File: src/rtl/cmos_pkg.sv
package cmos_pkg;

  localparam int BYTE_W    = 8;
  localparam int MAX_BYTES = 256;

  typedef enum logic [2:0] {
    PH_LOAD,
    PH_SUM,
    PH_DRAIN,
    PH_WHI,
    PH_WLO,
    PH_DONE
  } init_phase_t;

  localparam logic PORT_INDEX = 1'b0;
  localparam logic PORT_DATA  = 1'b1;

  // Default power-on image: zeroed clock bytes, four status bytes,
  // and a simple arithmetic fill everywhere else.
  function automatic logic [MAX_BYTES*BYTE_W-1:0] default_image();
    logic [MAX_BYTES*BYTE_W-1:0] img;
    img = '0;
    for (int a = 0; a < MAX_BYTES; a++) begin
      logic [BYTE_W-1:0] b;
      if (a <= 9)       b = 8'h00;
      else if (a == 10) b = 8'h26;
      else if (a == 11) b = 8'h02;
      else if (a == 12) b = 8'h50;
      else if (a == 13) b = 8'h80;
      else              b = 8'((7 * a + 17) % 256);
      img[a*BYTE_W +: BYTE_W] = b;
    end
    return img;
  endfunction

endpackage

File: src/rtl/cmos_ram.sv
module cmos_ram #(
  parameter int ADDR_W = 6,
  parameter int DATA_W = 8
) (
  input  logic              clk,
  input  logic              we,
  input  logic [ADDR_W-1:0] waddr,
  input  logic [DATA_W-1:0] wdata,
  input  logic              re,
  input  logic [ADDR_W-1:0] raddr,
  output logic [DATA_W-1:0] q
);
  localparam int DEPTH = 1 << ADDR_W;

  logic [DATA_W-1:0] mem [DEPTH];

  always_ff @(posedge clk) begin
    if (we) mem[waddr] <= wdata;
  end

  always_ff @(posedge clk) begin
    if (re) q <= mem[raddr];
  end
endmodule

File: src/rtl/cmos_init_seq.sv
module cmos_init_seq
  import cmos_pkg::*;
#(
  parameter int ADDR_W     = 6,
  parameter int SUM_LO     = 'h10,
  parameter int SUM_HI     = 'h2C,
  parameter int CK_HI_ADDR = 'h2E,
  parameter int CK_LO_ADDR = 'h2F,
  parameter logic [MAX_BYTES*BYTE_W-1:0] INIT_IMAGE = default_image()
) (
  input  logic              clk,
  input  logic              rst,
  input  logic [BYTE_W-1:0] ram_q,
  output logic              we,
  output logic [ADDR_W-1:0] waddr,
  output logic [BYTE_W-1:0] wdata,
  output logic              re,
  output logic [ADDR_W-1:0] raddr,
  output logic              done
);
  localparam int DEPTH = 1 << ADDR_W;
  localparam logic [ADDR_W-1:0] LAST_LOAD = ADDR_W'(DEPTH - 1);
  localparam logic [ADDR_W-1:0] FIRST_SUM = ADDR_W'(SUM_LO);
  localparam logic [ADDR_W-1:0] LAST_SUM  = ADDR_W'(SUM_HI);
  localparam logic [ADDR_W-1:0] CK_HI     = ADDR_W'(CK_HI_ADDR);
  localparam logic [ADDR_W-1:0] CK_LO     = ADDR_W'(CK_LO_ADDR);

  init_phase_t       phase;
  logic [ADDR_W-1:0] load_cnt;
  logic [ADDR_W-1:0] sum_ptr;
  logic              pend;
  logic [15:0]       acc;

  always_ff @(posedge clk) begin
    if (rst) begin
      phase    <= PH_LOAD;
      load_cnt <= '0;
      sum_ptr  <= FIRST_SUM;
      pend     <= 1'b0;
      acc      <= '0;
      done     <= 1'b0;
    end else begin
      case (phase)
        PH_LOAD: begin
          load_cnt <= load_cnt + 1'b1;
          if (load_cnt == LAST_LOAD) phase <= PH_SUM;
        end
        PH_SUM: begin
          pend    <= 1'b1;
          sum_ptr <= sum_ptr + 1'b1;
          if (pend) acc <= acc + {8'h00, ram_q};
          if (sum_ptr == LAST_SUM) phase <= PH_DRAIN;
        end
        PH_DRAIN: begin
          pend  <= 1'b0;
          acc   <= acc + {8'h00, ram_q};
          phase <= PH_WHI;
        end
        PH_WHI: phase <= PH_WLO;
        PH_WLO: begin
          phase <= PH_DONE;
          done  <= 1'b1;
        end
        default: phase <= PH_DONE;
      endcase
    end
  end

  always_comb begin
    we    = 1'b0;
    waddr = load_cnt;
    wdata = INIT_IMAGE[load_cnt*BYTE_W +: BYTE_W];
    case (phase)
      PH_LOAD: we = 1'b1;
      PH_WHI: begin
        we    = 1'b1;
        waddr = CK_HI;
        wdata = acc[15:8];
      end
      PH_WLO: begin
        we    = 1'b1;
        waddr = CK_LO;
        wdata = acc[7:0];
      end
      default: we = 1'b0;
    endcase
  end

  assign re    = (phase == PH_SUM);
  assign raddr = sum_ptr;
endmodule

File: src/rtl/cmos_host_if.sv
module cmos_host_if
  import cmos_pkg::*;
#(
  parameter int ADDR_W = 6,
  parameter int IDX_W  = 7
) (
  input  logic              clk,
  input  logic              rst,
  input  logic              ready,
  input  logic              req,
  input  logic              wr,
  input  logic              port_sel,
  input  logic [BYTE_W-1:0] wdata,
  input  logic [BYTE_W-1:0] ram_q,
  output logic              ram_we,
  output logic              ram_re,
  output logic [ADDR_W-1:0] ram_addr,
  output logic [BYTE_W-1:0] ram_wdata,
  output logic [BYTE_W-1:0] rd_data
);
  localparam int PAD_W = BYTE_W - IDX_W;

  logic             accept;
  logic [IDX_W-1:0] idx;
  logic [IDX_W-1:0] idx_rd_q;
  logic             data_sel_q;

  assign accept = req && ready;

  always_ff @(posedge clk) begin
    if (rst) begin
      idx        <= '0;
      idx_rd_q   <= '0;
      data_sel_q <= 1'b0;
    end else if (accept) begin
      if (wr) begin
        if (port_sel == PORT_INDEX) idx <= wdata[IDX_W-1:0];
      end else begin
        data_sel_q <= (port_sel == PORT_DATA);
        if (port_sel == PORT_INDEX) idx_rd_q <= idx;
      end
    end
  end

  assign ram_we    = accept && wr && (port_sel == PORT_DATA);
  assign ram_re    = accept && !wr && (port_sel == PORT_DATA);
  assign ram_addr  = idx[ADDR_W-1:0];
  assign ram_wdata = wdata;

  generate
    if (PAD_W > 0) begin : g_pad
      assign rd_data = data_sel_q ? ram_q : {{PAD_W{1'b0}}, idx_rd_q};
    end else begin : g_nopad
      assign rd_data = data_sel_q ? ram_q : BYTE_W'(idx_rd_q);
    end
  endgenerate
endmodule

File: src/rtl/cmos_regfile.sv
module cmos_regfile
  import cmos_pkg::*;
#(
  parameter int ADDR_W     = 6,
  parameter int IDX_W      = 7,
  parameter int SUM_LO     = 'h10,
  parameter int SUM_HI     = 'h2C,
  parameter int CK_HI_ADDR = 'h2E,
  parameter int CK_LO_ADDR = 'h2F,
  parameter logic [MAX_BYTES*BYTE_W-1:0] INIT_IMAGE = default_image()
) (
  input  logic        clk,
  input  logic        rst,
  input  logic        req,
  input  logic        wr,
  input  logic        port_sel,
  input  logic [7:0]  wdata,
  output logic        ready,
  output logic [7:0]  rd_data
);
  logic              seq_we, seq_re, seq_done;
  logic [ADDR_W-1:0] seq_waddr, seq_raddr;
  logic [BYTE_W-1:0] seq_wdata;

  logic              host_we, host_re;
  logic [ADDR_W-1:0] host_addr;
  logic [BYTE_W-1:0] host_wdata;

  logic              ram_we, ram_re;
  logic [ADDR_W-1:0] ram_waddr, ram_raddr;
  logic [BYTE_W-1:0] ram_wdata, ram_q;

  cmos_init_seq #(
    .ADDR_W(ADDR_W), .SUM_LO(SUM_LO), .SUM_HI(SUM_HI),
    .CK_HI_ADDR(CK_HI_ADDR), .CK_LO_ADDR(CK_LO_ADDR),
    .INIT_IMAGE(INIT_IMAGE)
  ) u_seq (
    .clk(clk), .rst(rst), .ram_q(ram_q),
    .we(seq_we), .waddr(seq_waddr), .wdata(seq_wdata),
    .re(seq_re), .raddr(seq_raddr), .done(seq_done)
  );

  cmos_host_if #(.ADDR_W(ADDR_W), .IDX_W(IDX_W)) u_host (
    .clk(clk), .rst(rst), .ready(seq_done),
    .req(req), .wr(wr), .port_sel(port_sel), .wdata(wdata),
    .ram_q(ram_q), .ram_we(host_we), .ram_re(host_re),
    .ram_addr(host_addr), .ram_wdata(host_wdata), .rd_data(rd_data)
  );

  always_comb begin
    if (seq_done) begin
      ram_we    = host_we;
      ram_waddr = host_addr;
      ram_wdata = host_wdata;
      ram_re    = host_re;
      ram_raddr = host_addr;
    end else begin
      ram_we    = seq_we;
      ram_waddr = seq_waddr;
      ram_wdata = seq_wdata;
      ram_re    = seq_re;
      ram_raddr = seq_raddr;
    end
  end

  cmos_ram #(.ADDR_W(ADDR_W), .DATA_W(BYTE_W)) u_ram (
    .clk(clk), .we(ram_we), .waddr(ram_waddr), .wdata(ram_wdata),
    .re(ram_re), .raddr(ram_raddr), .q(ram_q)
  );

  assign ready = seq_done;
endmodule

File: config.mk
export PLATFORM = sky130hd
export DESIGN_NAME = cmos_regfile
export DESIGN_NICKNAME = d
export VERILOG_FILES = /design/src/rtl/cmos_pkg.sv /design/src/rtl/cmos_ram.sv /design/src/rtl/cmos_init_seq.sv /design/src/rtl/cmos_host_if.sv /design/src/rtl/cmos_regfile.sv
export SDC_FILE = /design/constraint.sdc
export NUM_CORES = 1
export LEC_CHECK = 0
export ABC_AREA = 0
export BUFFER_PORTS_ARGS = -buffer_cell sky130_fd_sc_hd__buf_2
export CORE_UTILIZATION = 57
export CTS_CLUSTER_DIAMETER = 200
export CTS_CLUSTER_SIZE = 16
export DETAILED_ROUTE_END_ITERATION = 6
export GPL_TIMING_DRIVEN = 0
export PLACE_DENSITY = 0.7
export SYNTH_ARGS = -nofsm -noshare
export SYNTH_HDL_FRONTEND = slang
export SYNTH_SLANG_ARGS = --single-unit
File: constraint.sdc
create_clock -name clk -period 6.7 [get_ports clk]
set_input_delay 0.67 -clock clk [delete_from_list [all_inputs] [get_ports clk]]
set_output_delay 0.67 -clock clk [all_outputs]
set_load 0.03 [all_outputs]
# Yosys cells after proc, flatten, opt, wreduce, memory -nomap -nowiden
# Memories as Yosys holds them, arrays and structs flattened. A register that Yosys moved wholly into a read port is not among the register bits.
# Index checks and enable logic that the tools add are counted.
dict set report word_totals {
  register_bits 48
  latchBits 0
  ram_bits 512
  rom_bits 0
  inputBits 13
  out_inout_bits 9
  word_cells 56
  n_memories 1
}
# name depth word_bits rd rd_clocked_by_memory_dff write_ports line_no
set mem_list {}
lappend mem_list {u_ram.mem 64 8 1 1 1 cmos_ram.sv:15} ;# logic [DATA_W-1:0] mem [DEPTH];
dict set report op_classes {
  add_sub_neg 3
  mul 0
  div 0
  order_cmp 0
  n_eq_ne 9
  n_shift 1
  muxes 17
  n_bitwise 2
  n_reduce_logical 14
}
# op n
set op_table {}
lappend op_table {{2048-bit by 10-bit indexed part select with 8-bit output, first input constant} 1}
lappend op_table {{16-bit case mux with 2 select lines} 1}
lappend op_table {{16-bit by 8-bit adder with 16-bit output} 1}
lappend op_table {{16-bit two-way mux} 1}
lappend op_table {{8-bit two-way mux} 2}
lappend op_table {{8-bit case mux with 2 select lines} 1}
lappend op_table {{6-bit by 1-bit adder with 6-bit output, second input constant} 2}
lappend op_table {{6-bit equality test, second input constant} 2}
lappend op_table {{6-bit two-way mux} 2}
lappend op_table {{3-bit case mux with 4 select lines} 1}
lappend op_table {{6-bit case mux with 2 select lines} 1}
lappend op_table {{3-bit by 2-bit equality test with 1-bit output, second input constant} 2}
lappend op_table {{3-bit two-way mux} 2}
lappend op_table {{2-bit by 1-bit != test with 1-bit output, second input constant} 3}
lappend op_table {{2-bit AND reduction} 3}
lappend op_table {{3-bit AND reduction} 2}
lappend op_table {{1-bit logical AND} 5}
lappend op_table {{1-bit two-way mux} 5}
lappend op_table {{3-bit by 1-bit equality test with 1-bit output, second input constant} 1}
lappend op_table {{3-bit equality test, second input constant} 1}
lappend op_table {{3-bit zero test} 1}
lappend op_table {{3-bit OR reduction} 1}
lappend op_table {{1-bit NOT} 2}
lappend op_table {{1-bit case mux with 2 select lines} 1}
lappend op_table {{other kinds (2)} 2}

# Depth between registers and ports, before layout
dict set report logic_depth {
  depth_word 6
  ltp_mapped 11
  ltp_nobuf 9
}

# Hierarchy
# A second synthesis with hierarchy kept.
dict set report hier_totals {
  cells_unflattened 1370
  hier_area_um2 23915.4
}
# mod instances cells_per_inst area_per_inst_um2 seq_area_each_um2
set modules_own_cells {}
lappend modules_own_cells {cmos_ram 1 940 20246.9 15615.0}
lappend modules_own_cells {cmos_init_seq 1 320 2536.2 660.6}
lappend modules_own_cells {cmos_host_if 1 86 862.1 300.3}
lappend modules_own_cells {cmos_regfile 1 24 270.3 0.0}

# Least setup slack after synthesis
# No wires, ideal clock.
dict set report synth_path {
  path_type {register to register}
  start {register u_seq.done}
  end {memory u_ram.mem[0][1] (data pin)}
  setup_ns 0.702
  arrival_time_ns 3.937
  setup_slack_ns 2.061
  stages_incl_launch_ff 8
  synth_period_minus_slack_ns 4.639
  cell_sequence {dfxtp_1 -> buf_6 -> buf_6 -> buf_6 -> buf_2 -> buf_2 -> clkbuf_1 -> o21ai_0}
}
dict set report synth_between {
  elab_chain_len 1
}
# element line_no
set synth_lines {}
lappend synth_lines {{start: declaration} cmos_init_seq.sv:19} ;# output logic done
lappend synth_lines {{start signal: assignment} cmos_init_seq.sv:41} ;# done <= 1'b0;
lappend synth_lines {{start signal: assignment} cmos_init_seq.sv:62} ;# done <= 1'b1;
lappend synth_lines {{8-bit two-way mux} cmos_regfile.sv:51} ;# if (seq_done) begin
lappend synth_lines {{named net ram_wdata[1]} cmos_regfile.sv:31} ;# logic [BYTE_W-1:0] ram_wdata, ram_q;
lappend synth_lines {{end: declaration} cmos_ram.sv:15}
# The timed path passes the listed nets, and every way through them passes these cells.

# Final worst setup path
dict set report layout_path {
  start {register u_seq.load_cnt[1]}
  end {memory u_ram.mem[15][6] (data pin)}
}
dict set report layout_between {
  elab_chain_len 3
}
# element line_no
set layout_lines {}
lappend layout_lines {{start: declaration} cmos_init_seq.sv:29} ;# logic [ADDR_W-1:0] load_cnt;
lappend layout_lines {{start signal: assignment} cmos_init_seq.sv:45} ;# load_cnt <= load_cnt + 1'b1;
lappend layout_lines {{2048-bit by 10-bit indexed part select with 8-bit output} cmos_init_seq.sv:72} ;# wdata = INIT_IMAGE[load_cnt*BYTE_W +: BYTE_W];
lappend layout_lines {{8-bit case mux with 2 select lines} cmos_init_seq.sv:73} ;# case (phase)
lappend layout_lines {{8-bit two-way mux} cmos_regfile.sv:51}
lappend layout_lines {{named net ram_wdata[6]} cmos_regfile.sv:31}
# The timed path passes the listed nets, and every way through them passes these cells.

==> run metrics <==
Worst VDD drop=0.208 mV; die area=47400 µm²; CP startpoint kind=flip-flop; fmax=250 MHz; First DRT Iteration DRCs=3000; Root Buffer=clkbuf_16; final max-slew violation count=0; Area Overhead vs Synth=8.34%; top-area cell type share of the netlist area=58.9%; Main synth FF type=edfxtp_1; clock skew=31.6 ps; first-pass GRT wire length=124 mm; count leader, synth=edfxtp_1; mux share of post-synthesis cell area=1.50%; Final Hold Viols=0; gpl congestion=0.949; delay-heaviest family, CP=multiplexers; xor/xnor cell area share of the yosys netlist=0.727%; Power, Total=0.00625 W; CP arrival=4180 ps; clk buf depth=3; EDFF count, synth=520; postcts setup bufs=0; Adder-Cell Fraction of Synth Area=0.972%; Distinct cells, synth=73; Core ar.=45700 µm²; IO Pins=22; row cnt=78; Crit path largest cell delay=1120 ps; Initial Util=58.0%; clk slew on worst S/H paths=70 ps; crit path kind=reg2reg; post-DP HPWL=58.7 mm; Synth area leader=edfxtp_1; vias in the first global route=19579; measured slew at the worst slew-check pin=1410 ps; Wirelength per Cell=27.7 µm; outcome=finished, final reports clean; relative slew slack=5.60%; largest family of logic cells by synthesized area=compound AO/OA/AOI/OAI gates; DP Cell Count=3035; WL final=85.7 mm; Detailed Routing Iterations Pass 1=6; DR vias/cell=6.84; H-tree depth reported by CTS=2; Clock Latency Late Sink=600 ps; Synth Register Bits=568; Final nets=2511; largest net degree at the start of global routing=65; ranking of synthesized cells by area=edfxtp_1 (59%), a21oi_1 (7.6%), nand2_1 (6.0%), a22oi_1 (3.7%), dfxtp_1 (3.6%); clock sinks=568; syn_area_per_cell=11.0 µm²; Port Buffers=20; asr flop ratio synth=0%; Via Count=21139; cts hold-fix bufs=0; period utilization=59.7%; syn_nets=2439; initial antenna violation count=1; cells after synthesis=2406; # setup viols final=0; slowest stage cell on the critical path=mux2_2; Synth Area in Compound Gates=18.8%; Post-Syn Area=26500 µm²; Power Density=217 nW/µm²; fin area=28700 µm²; CTS buffer count=41; Overflow after GRT=0; CTS tree=yes; Worst Path Max Fanout=64; gr usage total=36.1%; simple-gate share of the synthesized area=12.0%; share of cells above drive strength 1=9.49%; endpoint class of the critical path=flip-flop; worst path bufs/invs=3; area post-placement=27600 µm²; register area share after synthesis=62.5%; Final ANT Viol Nets=0; HP Class=in2reg; P_leak=9.34 nW; commonest cells in the netlist=edfxtp_1 (520), nand2_1 (424), a21oi_1 (405), nor2_1 (155), a22oi_1 (131); max cap viols=0; synth warn=0; PostCTS Resize Cnt=0; Die H=218 µm; Final Non-Filler Cells=3089; Period minus WS final=4000 ps; residual DRC count=0; CP required=6880 ps; Top cell by count, worst path=inv_1; die width=218 µm; RSZ-0062 raised after global routing=false; crit-path cells=clkbuf_1, inv_1, ha_1, inv_1, a22oi_1, nor3_1, a21oi_1, o311ai_0, mux2_2
## tightest hold or removal path, stage by stage
cell,delay (ps)
buf_2,100
mux2i_1,60
nor2_1,80
## worst paths after layout
check	from	end	slack, ps	cells after the start
worst max-delay path	u_seq.load_cnt[1]	u_ram.mem[15][6]	2700	9
worst min-delay path	wdata[6]	u_host.idx[6]	350	3
worst max register to register	u_seq.load_cnt[1]	u_ram.mem[15][6]	2700	9
worst min register to register	u_host.idx_rd_q[2]	u_host.idx_rd_q[2]	500	2
## cell usage in the layout, fill, tap and decap left out, drive strengths merged, types with 8 or more instances in the layout
master	instances
o31ai	21
nand2b	10
nand2	434
a21oi	405
a21o	8
nor2b	9
nand4	16
o22ai	115
nor4	18
clkbuf	94
edfxtp	520
mux2	10
ha	19
nor2	158
a22oi	139
nand3	10
mux2i	24
inv	21
o21ai	101
nor3	62
dfxtp	48
buf	150
xnor2	15
## state kept, by name (all words and copies together), names as in the netlist
register	flops
u_seq.phase	3
u_seq.load_cnt	6
u_seq.acc	16
u_host.data_sel_q	1
u_ram.mem	512
u_seq.done	1
u_seq.raddr	6
u_ram.q	8
u_host.idx_rd_q	7
u_host.idx	7
u_seq.pend	1
## routing by layer
metal	track usage [%]	up-vias	wire length, µm
li1	-	9166	-
met1	47.7	10176	31700
met2	57.0	1535	39300
met3	6.88	262	10100
met4	18.7	0	4670
met5	0	-	0
## per-stage QoR
stage | utilization [%] | hold slack [ps] | setup slack (ps) | setup TNS, ps
final | 62.9 | 354 | 2700 | 0
after global routing | 62.9 | 357 | 2600 | 0
after CTS | 62.9 | 336 | 2620 | 0
after detailed placement | 60.5 | 481 | 2660 | 0
after global placement | 59.9 | 470 | -2250 | -490300
after floorplan | - | 456 | 2060 | 0
## final cells by class
| type | instances | area (µm²) |
|---|---|---|
| Antenna cell | 3 | 7.51 |
| Buffer | 167 | 841 |
| Clock buffer | 48 | 1050 |
| Clock inverter | 3 | 26.3 |
| Fill cell | 3531 | 17000 |
| Inverter | 18 | 67.6 |
| Multi-Input combinational cell | 1653 | 9100 |
| Sequential cell | 568 | 16600 |
| Tap cell | 600 | 751 |
| Timing Repair Buffer | 29 | 303 |
## kinds of logic after synthesis
kind of cell | after synthesis
simple gates | 750
compound gates | 825
fa+ha+maj | 20
xor+xnor | 22
mux | 36
flops | 568
buf+inv | 185
## where the power goes
group	switching, W	total, W	internal [W]
clock	0.00121	0.00231	0.00111
sequential	0.00000883	0.00384	0.00383
combinational	0.0000688	0.0000948	0.0000260
No activity file was read; power rests on OpenSTA's default activity.
